[config.mk]
export PLATFORM = sky130hd
export DESIGN_NAME = sct_adder
export DESIGN_NICKNAME = d
export VERILOG_FILES = /design/src/rtl/sct_pkg.sv /design/src/rtl/sct_cond_sum.sv /design/src/rtl/sct_lookahead_blk.sv /design/src/rtl/sct_final_select.sv /design/src/rtl/sct_adder.sv
export SDC_FILE = /design/constraint.sdc
export NUM_CORES = 1
export LEC_CHECK = 0
export BUFFER_PORTS_ARGS = -buffer_cell sky130_fd_sc_hd__buf_2
export CORE_ASPECT_RATIO = 0.8
export CORE_MARGIN = 1
export CORE_UTILIZATION = 45
export DETAILED_ROUTE_END_ITERATION = 8
export MAX_ROUTING_LAYER = met4
export PLACE_DENSITY = 0.75
export SLEW_MARGIN = 5
export SYNTH_ARGS = -nofsm -noshare
export SYNTH_HDL_FRONTEND = slang
export SYNTH_SLANG_ARGS = --single-unit
[constraint.sdc]
create_clock -name clk -period 0.8 [get_ports clk]
set_clock_uncertainty 0.2 [all_clocks]
set_input_delay 0.04 -clock clk [delete_from_list [all_inputs] [get_ports clk]]
set_output_delay 0.04 -clock clk [all_outputs]
set_load 0.05 [all_outputs]
[src/rtl/sct_pkg.sv]
package sct_pkg;

  // generate / propagate pair of a bit group
  typedef struct packed {
    logic g;
    logic p;
  } sct_gp_t;

  // combine a more significant group (hi) with the group just below it (lo)
  function automatic sct_gp_t sct_merge(input sct_gp_t hi, input sct_gp_t lo);
    sct_gp_t r;
    r.g = hi.g | (hi.p & lo.g);
    r.p = hi.p & lo.p;
    return r;
  endfunction

  // carry leaving a group, given the carry entering it
  function automatic logic sct_carry(input sct_gp_t grp, input logic c_in);
    return grp.g | (grp.p & c_in);
  endfunction

endpackage

[src/rtl/sct_cond_sum.sv]
module sct_cond_sum
  import sct_pkg::*;
#(
  parameter int SLICE = 9
) (
  input  logic [SLICE-1:0] a,
  input  logic [SLICE-1:0] b,
  output logic [SLICE-1:0] sum0,
  output logic [SLICE-1:0] sum1,
  output sct_gp_t          grp
);

  localparam int LEVELS = (SLICE > 1) ? $clog2(SLICE) : 1;

  logic [SLICE-1:0] bit_g, bit_p;
  sct_gp_t [LEVELS:0][SLICE-1:0] pre;
  logic [SLICE-1:0] carry0, carry1;

  assign bit_g = a & b;
  assign bit_p = a ^ b;

  // logarithmic lookahead inside the slice: pre[LEVELS][i] covers bits i..0
  always_comb begin
    for (int i = 0; i < SLICE; i++) begin
      pre[0][i].g = bit_g[i];
      pre[0][i].p = bit_p[i];
    end
    for (int l = 0; l < LEVELS; l++) begin
      for (int i = 0; i < SLICE; i++) begin
        if (i >= (1 << l)) pre[l+1][i] = sct_merge(pre[l][i], pre[l][i-(1<<l)]);
        else               pre[l+1][i] = pre[l][i];
      end
    end
  end

  always_comb begin
    carry0[0] = 1'b0;
    carry1[0] = 1'b1;
    for (int i = 1; i < SLICE; i++) begin
      carry0[i] = pre[LEVELS][i-1].g;
      carry1[i] = sct_carry(pre[LEVELS][i-1], 1'b1);
    end
  end

  assign sum0 = bit_p ^ carry0;
  assign sum1 = bit_p ^ carry1;
  assign grp  = pre[LEVELS][SLICE-1];

  always_comb begin
    AST_CAND_STEP: assert (sum1 == sum0 + SLICE'(1));
  end

endmodule

[src/rtl/sct_lookahead_blk.sv]
module sct_lookahead_blk
  import sct_pkg::*;
#(
  parameter int NSUB = 4
) (
  input  sct_gp_t [NSUB-1:0] sub_gp,
  input  logic               blk_cin,
  output logic [NSUB-1:0]    sub_cin,
  output sct_gp_t            blk_gp
);

  // each slice carry is formed from its own prefix, independent of the others
  always_comb begin
    for (int k = 0; k < NSUB; k++) begin
      sct_gp_t acc;
      if (k == 0) begin
        sub_cin[k] = blk_cin;
      end else begin
        acc = sub_gp[0];
        for (int j = 1; j < k; j++) acc = sct_merge(sub_gp[j], acc);
        sub_cin[k] = sct_carry(acc, blk_cin);
      end
    end
  end

  always_comb begin
    blk_gp = sub_gp[0];
    for (int j = 1; j < NSUB; j++) blk_gp = sct_merge(sub_gp[j], blk_gp);
  end

  // a block that generates must report a carry out whatever enters it
  always_comb begin
    if (blk_gp.g)
      AST_BLK_GEN: assert (sct_carry(sub_gp[NSUB-1], sub_cin[NSUB-1]));
  end

endmodule

[src/rtl/sct_final_select.sv]
module sct_final_select #(
  parameter int SLICE = 9,
  parameter int NS    = 12
) (
  input  logic [NS-1:0][SLICE-1:0] cand0,
  input  logic [NS-1:0][SLICE-1:0] cand1,
  input  logic [NS-1:0]            sel,
  output logic [NS*SLICE-1:0]      result
);

  for (genvar k = 0; k < NS; k++) begin : g_mux
    assign result[k*SLICE +: SLICE] = sel[k] ? cand1[k] : cand0[k];
  end

endmodule

[src/rtl/sct_adder.sv]
module sct_adder
  import sct_pkg::*;
#(
  parameter int WIDTH   = 108,
  parameter int SLICE   = 9,
  parameter int BLOCK   = 36,
  parameter bit REG_OUT = 1'b1
) (
  input  logic             clk,
  input  logic             rst_n,
  input  logic [WIDTH-1:0] a,
  input  logic [WIDTH-1:0] b,
  input  logic             cin,
  output logic [WIDTH-1:0] sum,
  output logic             cout
);

  localparam int NS   = WIDTH / SLICE;
  localparam int NSUB = BLOCK / SLICE;
  localparam int NB   = WIDTH / BLOCK;

  logic [NS-1:0][SLICE-1:0] cand0, cand1;
  sct_gp_t [NS-1:0]          slice_gp;
  logic [NS-1:0]             slice_cin;
  sct_gp_t [NB-1:0]          blk_gp;
  logic [NB:0]               blk_cin;
  logic [WIDTH-1:0]          sum_c;
  logic                      cout_c;

  for (genvar k = 0; k < NS; k++) begin : g_slice
    sct_cond_sum #(.SLICE(SLICE)) u_cs (
      .a    (a[k*SLICE +: SLICE]),
      .b    (b[k*SLICE +: SLICE]),
      .sum0 (cand0[k]),
      .sum1 (cand1[k]),
      .grp  (slice_gp[k])
    );
  end

  assign blk_cin[0] = cin;

  for (genvar j = 0; j < NB; j++) begin : g_blk
    sct_lookahead_blk #(.NSUB(NSUB)) u_la (
      .sub_gp  (slice_gp[j*NSUB +: NSUB]),
      .blk_cin (blk_cin[j]),
      .sub_cin (slice_cin[j*NSUB +: NSUB]),
      .blk_gp  (blk_gp[j])
    );
    assign blk_cin[j+1] = sct_carry(blk_gp[j], blk_cin[j]);
  end

  assign cout_c = blk_cin[NB];

  sct_final_select #(.SLICE(SLICE), .NS(NS)) u_sel (
    .cand0  (cand0),
    .cand1  (cand1),
    .sel    (slice_cin),
    .result (sum_c)
  );

  // each sparse carry against a plain addition of the bits below it
  for (genvar k = 1; k < NS; k++) begin : g_chk_sparse
    logic [k*SLICE:0] low_sum;
    assign low_sum = {1'b0, a[k*SLICE-1:0]} + {1'b0, b[k*SLICE-1:0]} + {{(k*SLICE){1'b0}}, cin};
    always_comb begin
      AST_SPARSE_CARRY: assert (slice_cin[k] == low_sum[k*SLICE]);
    end
  end

  always_comb begin
    AST_LOW_SLICE: assert (sum_c[SLICE-1:0] == (cin ? cand1[0] : cand0[0]));
  end

  if (REG_OUT) begin : g_reg
    always_ff @(posedge clk or negedge rst_n) begin
      if (!rst_n) begin
        sum  <= '0;
        cout <= 1'b0;
      end else begin
        sum  <= sum_c;
        cout <= cout_c;
      end
    end

    AST_SUM_NEXT: assert property (@(posedge clk) disable iff (!rst_n)
      1'b1 |=> sum == $past(a + b + {{(WIDTH-1){1'b0}}, cin}));
    AST_COUT_NEXT: assert property (@(posedge clk) disable iff (!rst_n)
      1'b1 |=> cout == $past(({1'b0, a} + {1'b0, b} + {{WIDTH{1'b0}}, cin}) >> WIDTH));
    AST_RESET_CLEAR: assert property (@(posedge clk)
      !rst_n |-> (sum == '0) && !cout);
    AST_HOLD: assert property (@(posedge clk) disable iff (!rst_n)
      $stable(a) && $stable(b) && $stable(cin) |=> $stable(sum));
  end else begin : g_comb
    assign sum  = sum_c;
    assign cout = cout_c;
  end

endmodule

* Word-level counts from Yosys, hierarchy flattened
Index checks and enable logic that the tools add are counted.
** Storage, ports and cells
- Flip-flop bits (word level) :: 109
- Input bits :: 219
- Logic and storage cells :: 965
- Output and inout bits :: 109
** Operators by class
- Muxes and demuxes :: 12
- Bitwise operators :: 951
** Operators by type and width (count)
- $and A1 B1 Y1 :: 534
- $or A1 B1 Y1 :: 369
- $xor A9 B9 Y9 :: 36
- $and A9 B9 Y9 :: 12
- $mux W9 :: 12

* Longest topological paths before layout
- Word-level depth :: 20
- Depth in mapped cells :: 11
- Gate-level depth less buffers :: 11

* Modules after synthesis
From an unflattened synthesis, not the netlist that was laid out.
** Unflattened totals
- Cells, all modules :: 1190
- Area, all modules :: 11076.9 sq um
** By module, submodules not included
- sct_cond_sum :: cells an instance 77, area each 564.3 sq um, times used 12, sequential area each 0.0 sq um
- sct_adder :: cells an instance 113, area each 2758.9 sq um, times used 1, sequential area each 2727.6 sq um
- sct_final_select :: cells an instance 120, area each 1351.3 sq um, times used 1, sequential area each 0.0 sq um
- sct_lookahead_blk :: cells an instance 11, area each 65.1 sq um, times used 3, sequential area each 0.0 sq um

* Least setup slack after synthesis
OpenSTA, ideal clock, no wires.
- Path type :: input port to flip-flop
- Start :: input a[16]
- End :: register sum[71]
- Setup time :: 0.139 ns
- Slack :: -2.240 ns
- Buffers on the path :: 0
- Required time :: 0.461 ns
- Cell stages on the path :: 10
- Arrival time :: 2.701 ns
- Path through :: ha_1 > and4_4 > and2_4 > a221o_1 > a221o_1 > o211ai_2 > o21ai_2 > a221o_1 > and4b_1 > or4_1
** On the way
- Cells in the longest elaborated chain, start to end :: 15
- Elaborated cells on any way between the ends :: 28
- Those cells by class :: mux (1); bitwise (27)
** Ends and longest elaborated chain
- from (decl) :: RTL line sct_adder.sv:11 : input logic [WIDTH-1:0] a,
- $and A9 B9 Y9 / $xor A9 B9 Y9 (equally long branches) :: RTL line sct_cond_sum.sv:19, sct_cond_sum.sv:20
- $and A1 B1 Y1, on equally long branches :: RTL line sct_pkg.sv:12, sct_pkg.sv:13
- $or A1 B1 Y1, or another cell as far along (3 in series) :: RTL line sct_pkg.sv:12 : r.g = hi.g | (hi.p & lo.g);
- $or A1 B1 Y1 / $and A1 B1 Y1 (equally long branches) :: RTL line sct_pkg.sv:12
- $or A1 B1 Y1 :: RTL line sct_pkg.sv:12
- $and A1 B1 Y1 :: RTL line sct_pkg.sv:12
- $or A1 B1 Y1 :: RTL line sct_pkg.sv:12
- $and A1 B1 Y1 :: RTL line sct_pkg.sv:12
- $or A1 B1 Y1 :: RTL line sct_pkg.sv:12
- $or A1 B1 Y1 * :: RTL line sct_pkg.sv:19 : return grp.g | (grp.p & c_in);
- $and A1 B1 Y1 * :: RTL line sct_pkg.sv:19
- $or A1 B1 Y1 * :: RTL line sct_pkg.sv:19
- $mux W9 * :: RTL line sct_final_select.sv:12 : assign result[k*SLICE +: SLICE] = sel[k] ? cand1[k] : cand0[k];
- net sum_c[71] :: RTL line sct_adder.sv:27 : logic [WIDTH-1:0] sum_c;
- to (signal assigned) :: RTL line sct_adder.sv:80 : sum <= sum_c;
- to (decl) :: RTL line sct_adder.sv:14 : output logic [WIDTH-1:0] sum,
The timed path passes the listed nets; every way through them passes the cells marked *.

* Final worst setup path
- Start :: input a[33]
- End :: register sum[62]
** On the way
- Cells in the longest elaborated chain, start to end :: 12
- Elaborated cells on any way between the ends :: 22
- Those cells by class :: mux (1); bitwise (21)
** Ends and longest elaborated chain
- $xor A9 B9 Y9 :: RTL line sct_cond_sum.sv:20 : assign bit_p = a ^ b;
- $and A1 B1 Y1 :: RTL line sct_pkg.sv:12
- $or A1 B1 Y1 :: RTL line sct_pkg.sv:12
- $and A1 B1 Y1 :: RTL line sct_pkg.sv:12
- $or A1 B1 Y1 (4 in series) :: RTL line sct_pkg.sv:12
- $or A1 B1 Y1 * :: RTL line sct_pkg.sv:19
- $and A1 B1 Y1 * :: RTL line sct_pkg.sv:19
- $or A1 B1 Y1 * :: RTL line sct_pkg.sv:19
- $mux W9 * :: RTL line sct_final_select.sv:12
- net sum_c[62] :: RTL line sct_adder.sv:27
Marks and branches as above.

==> summary.txt <==
Critical path
  • CP top delay family: compound AO/OA/AOI/OAI gates
  • Crit. End Element: flop
  • Critical Path AT: 3.26 ns
  • Crit-path most repeated cell: buf_6
  • CP Cell Sequence: buf_6 > ha_4 > buf_4 > a21o_1 > a21oi_1 > o221ai_2 > a221o_2 > buf_6 > buf_6 > buf_6 > o211ai_1 > a21oi_2 > nor2_2 > o21ai_2 > xor2_1
  • CP Buf/Inv Count: 5
  • Setup CP Type: input pin to flop
  • Slowest stage cell, crit path: xor2_1
  • Worst-path fanout max: 3
  • Slowest cell delay on critical path: 0.70 ns
  • Worst setup SP type: input pin
  • Critical path required time: slightly below 0.8 ns

Drt
  • Post-DR wirelength/cell: 26.6 microns
  • DR iter-0 viols: ~1200
  • Post-route DRC: 0
  • Final ANT Viol Nets: 0
  • Drt via density: 6.30
  • Drt total wl: 47.1 mm
  • Vias: 11138
  • DR pass1 iterations: 5

Timing
  • Hold slack: -0.222 ns
  • Hold Fails Final Rpt: 50
  • Min Tclk post-route: 3.28 ns
  • Setup Viol. Count Final: between 300 and 400
  • RSZ-0062 raised after global routing: yes
  • Relative slew margins: 41.0%
  • Setup_tns: -253.44 ns
  • Fmax achieved: 304 MHz
  • Period utilization: 411%
  • Worst Slack Setup Final: -2.48 ns
  • Worst slew pin tran: approximately 0.9 ns
  • Final Max Slew Viols: 0

Global routing
  • GRT overflow: 0
  • Total GRT Usage: 38.9%
  • First-pass GRT wire length: ~53 mm
  • Largest net degree at the start of global routing: 36
  • Initial antenna violation count: 7
  • Vias in the first global route: 10546

Min path
  • HP Class: input pin to flop
  • Hold path depth: 3
  • Hold Path End: sum[0]
  • Min-delay src: cin

Synth
  • EDFF count, synth: 0
  • Yosys top cell by area: dfrtp_1
  • Post-Syn Instances: 842
  • Seq/Total Area, Yosys: 33.9%
  • Asr flop ratio synth: 100%
  • Yosys top cell area share: 33.9%
  • Largest cells by area after synthesis: dfrtp_1, ha_1, xnor2_1
  • YS warnings: 0
  • Top FF cell, synth: dfrtp_1
  • Netlist cell types: 68
  • Avg Cell Area, Syn: 9.57 sq um
  • Yosys reg bits: 109
  • Syn Nets: 1181
  • Synthesized area: 0.00806 sq mm

Die
  • Core area: 0.0174 sq mm
  • Die area: 0.0184 sq mm
  • Die height: 122 microns
  • Initial Util: 46.2%
  • Die Width: ~150 microns
  • I/O pins: 328
  • Row Count: 43

Pwr
  • Seq pwr share: 25.2%
  • Clock power frac: ~16%
  • Leak: 7.71 nW
  • PwrDens: approximately 1900 mW/mm^2
  • Final Power: 30.7 mW
  • Switching pwr: between 10 and 15 mW
  • Int Pwr: 17.0 mW
  • Peak supply drop: 0.00119 V
  • Sw Ratio: 44.4%
  • Comb power frac: 59.2%

Clock tree
  • H-tree levels: 3
  • TritonCTS buffer count: 9
  • CTS root buffer: clkbuf_16
  • CTS tree: built
  • CTS sink cnt: 109
  • CTS max path bufs: 2
  • Reg clk slew, reported paths: about 0.08 ns

Placement
  • Dpl hpwl: roughly 23 mm
  • Placed cells: 1671
  • Routability cong.: 0.903
  • Setup Slack @ Placement: -2.41 ns
  • PortBufs: 327

Run
  • Max Cap Viol: 0

Status
  • Status: finished with violations
  • Failing checks: hold timing, setup timing

Finish
  • Share of layout cells above drive strength 1: about two thirds
  • Area grow syn2layout: 99.1%
  • Nets: 1863
  • Finished Layout Cells: 1768
  • Fill count: 616
## synth_stat cells, types with 3 or more instances
| library cell | instances |
|---|---|
| nand3_1 | 21 |
| a311oi_1 | 5 |
| a31oi_1 | 9 |
| and4_1 | 6 |
| nor2b_1 | 10 |
| o21ai_0 | 35 |
| a21oi_1 | 64 |
| nand2b_1 | 11 |
| o21ai_1 | 3 |
| o211a_1 | 3 |
| o311ai_0 | 3 |
| inv_1 | 64 |
| a21o_1 | 38 |
| nor3_1 | 22 |
| dfrtp_1 | 109 |
| nor4_1 | 4 |
| o2111ai_1 | 3 |
| a221o_1 | 5 |
| o211ai_1 | 7 |
| xnor2_1 | 60 |
| a221oi_1 | 4 |
| o21bai_1 | 17 |
| nand2_1 | 44 |
| o221ai_1 | 3 |
| clkbuf_1 | 3 |
| xor2_1 | 27 |
| nor2_1 | 44 |
| a211oi_1 | 10 |
| mux2i_1 | 6 |
| ha_1 | 120 |
| and2_1 | 3 |
| nand4_1 | 9 |
| a2111oi_0 | 3 |
| or4_1 | 6 |
| and3_1 | 16 |
## final cells by class
type / count / area (sq um) / area share (%)
Tap cell: 225 / 282 / 1.75
Multi-Input combinational cell: 663 / 6770 / 42.2
Clock buffer: 11 / 233 / 1.45
Timing Repair Buffer: 677 / 5550 / 34.6
Sequential cell: 109 / 2860 / 17.8
Clock inverter: 4 / 50.0 / 0.312
Antenna cell: 15 / 37.5 / 0.234
Inverter: 64 / 263 / 1.64
## placed cells by master (no fill, tap or decap), types with 7 or more instances in the layout
cell type,n
a21o_1,38
a211oi_2,9
o211ai_1,7
nor2_1,34
buf_2,177
nand3_1,17
and3_1,12
a21oi_2,23
o21ai_0,13
nand2_1,36
ha_4,44
nor2b_1,9
xnor2_1,42
diode_2,15
buf_6,201
xnor2_2,18
clkbuf_16,9
a21oi_1,33
buf_4,285
o21ai_2,15
inv_1,59
xor2_1,22
nand2b_1,11
ha_1,76
nor3_1,20
a21oi_4,9
nand4_1,9
o21bai_1,10
buf_12,11
dfrtp_2,108
## cells by family (layout without fill, tap and decap cells)
kind of cell	count (synthesis)	count (layout)	synth area share (%)
adder cells (fa/ha/maj)	120	120	18.6
multiplexers	7	7	0.885
buffers and inverters	70	756	3.31
AND/OR/NAND/NOR	210	210	13.6
XOR/XNOR	87	87	9.46
flip-flops	109	109	33.9
AO/OA/AOI/OAI	239	239	20.2
other	0	15	0
## per-layer routing
layer,vias up,GRT usage (%),wire length (microns)
met4,0,26.2,4350
met3,435,10.3,5670
met2,1010,68.1,22200
met5,-,-,0
met1,5236,37.5,14900
li1,4457,-,-
## sequential cells by signal, summed over array words and instances, names as in the netlist
register	cells
cout	1
sum	108
## power groups by stage
stage	Sequential (mW)	Clock, mW	Combinational (mW)
final	7.73	4.78	18.2
after global routing	7.80	4.93	18.8
after CTS	7.56	4.63	15.9
after detailed placement	7.37	0	13.2
after global placement	7.34	0	12.9
after floorplan	11.7	0	3.85
## worst max-delay path by stage
stage / startpoint / end / slack (ns) / cells after the start
2_1_floorplan: a[10] / sum[71] / -2.07 / 10
3_3_place_gp: a[13] / sum[96] / -2.27 / 12
3_5_place_dp: a[33] / sum[105] / -2.41 / 12
4_1_cts: a[11] / sum[71] / -1.91 / 11
5_1_grt: a[33] / sum[62] / -2.57 / 15
6_report: a[33] / sum[62] / -2.48 / 15
## timing repair
item                       CTS  global route
hold endpoints to repair   196           178
setup buffers               50            33
resized for setup          420           109
hold buffers                 1             1
setup endpoints to repair  216           325
gates cloned                 0             0
pin swaps                  120            94
## per-stage QoR
stage | instance area [sq um] | util [%]
2_1_floorplan | 8770 | -
3_3_place_gp | 12900 | 74.1
3_5_place_dp | 12900 | 74.1
4_1_cts | 15400 | 88.2
5_1_grt | 16000 | 92.0
6_report | 16000 | 92.0
No activity file was read; power rests on OpenSTA's default activity.
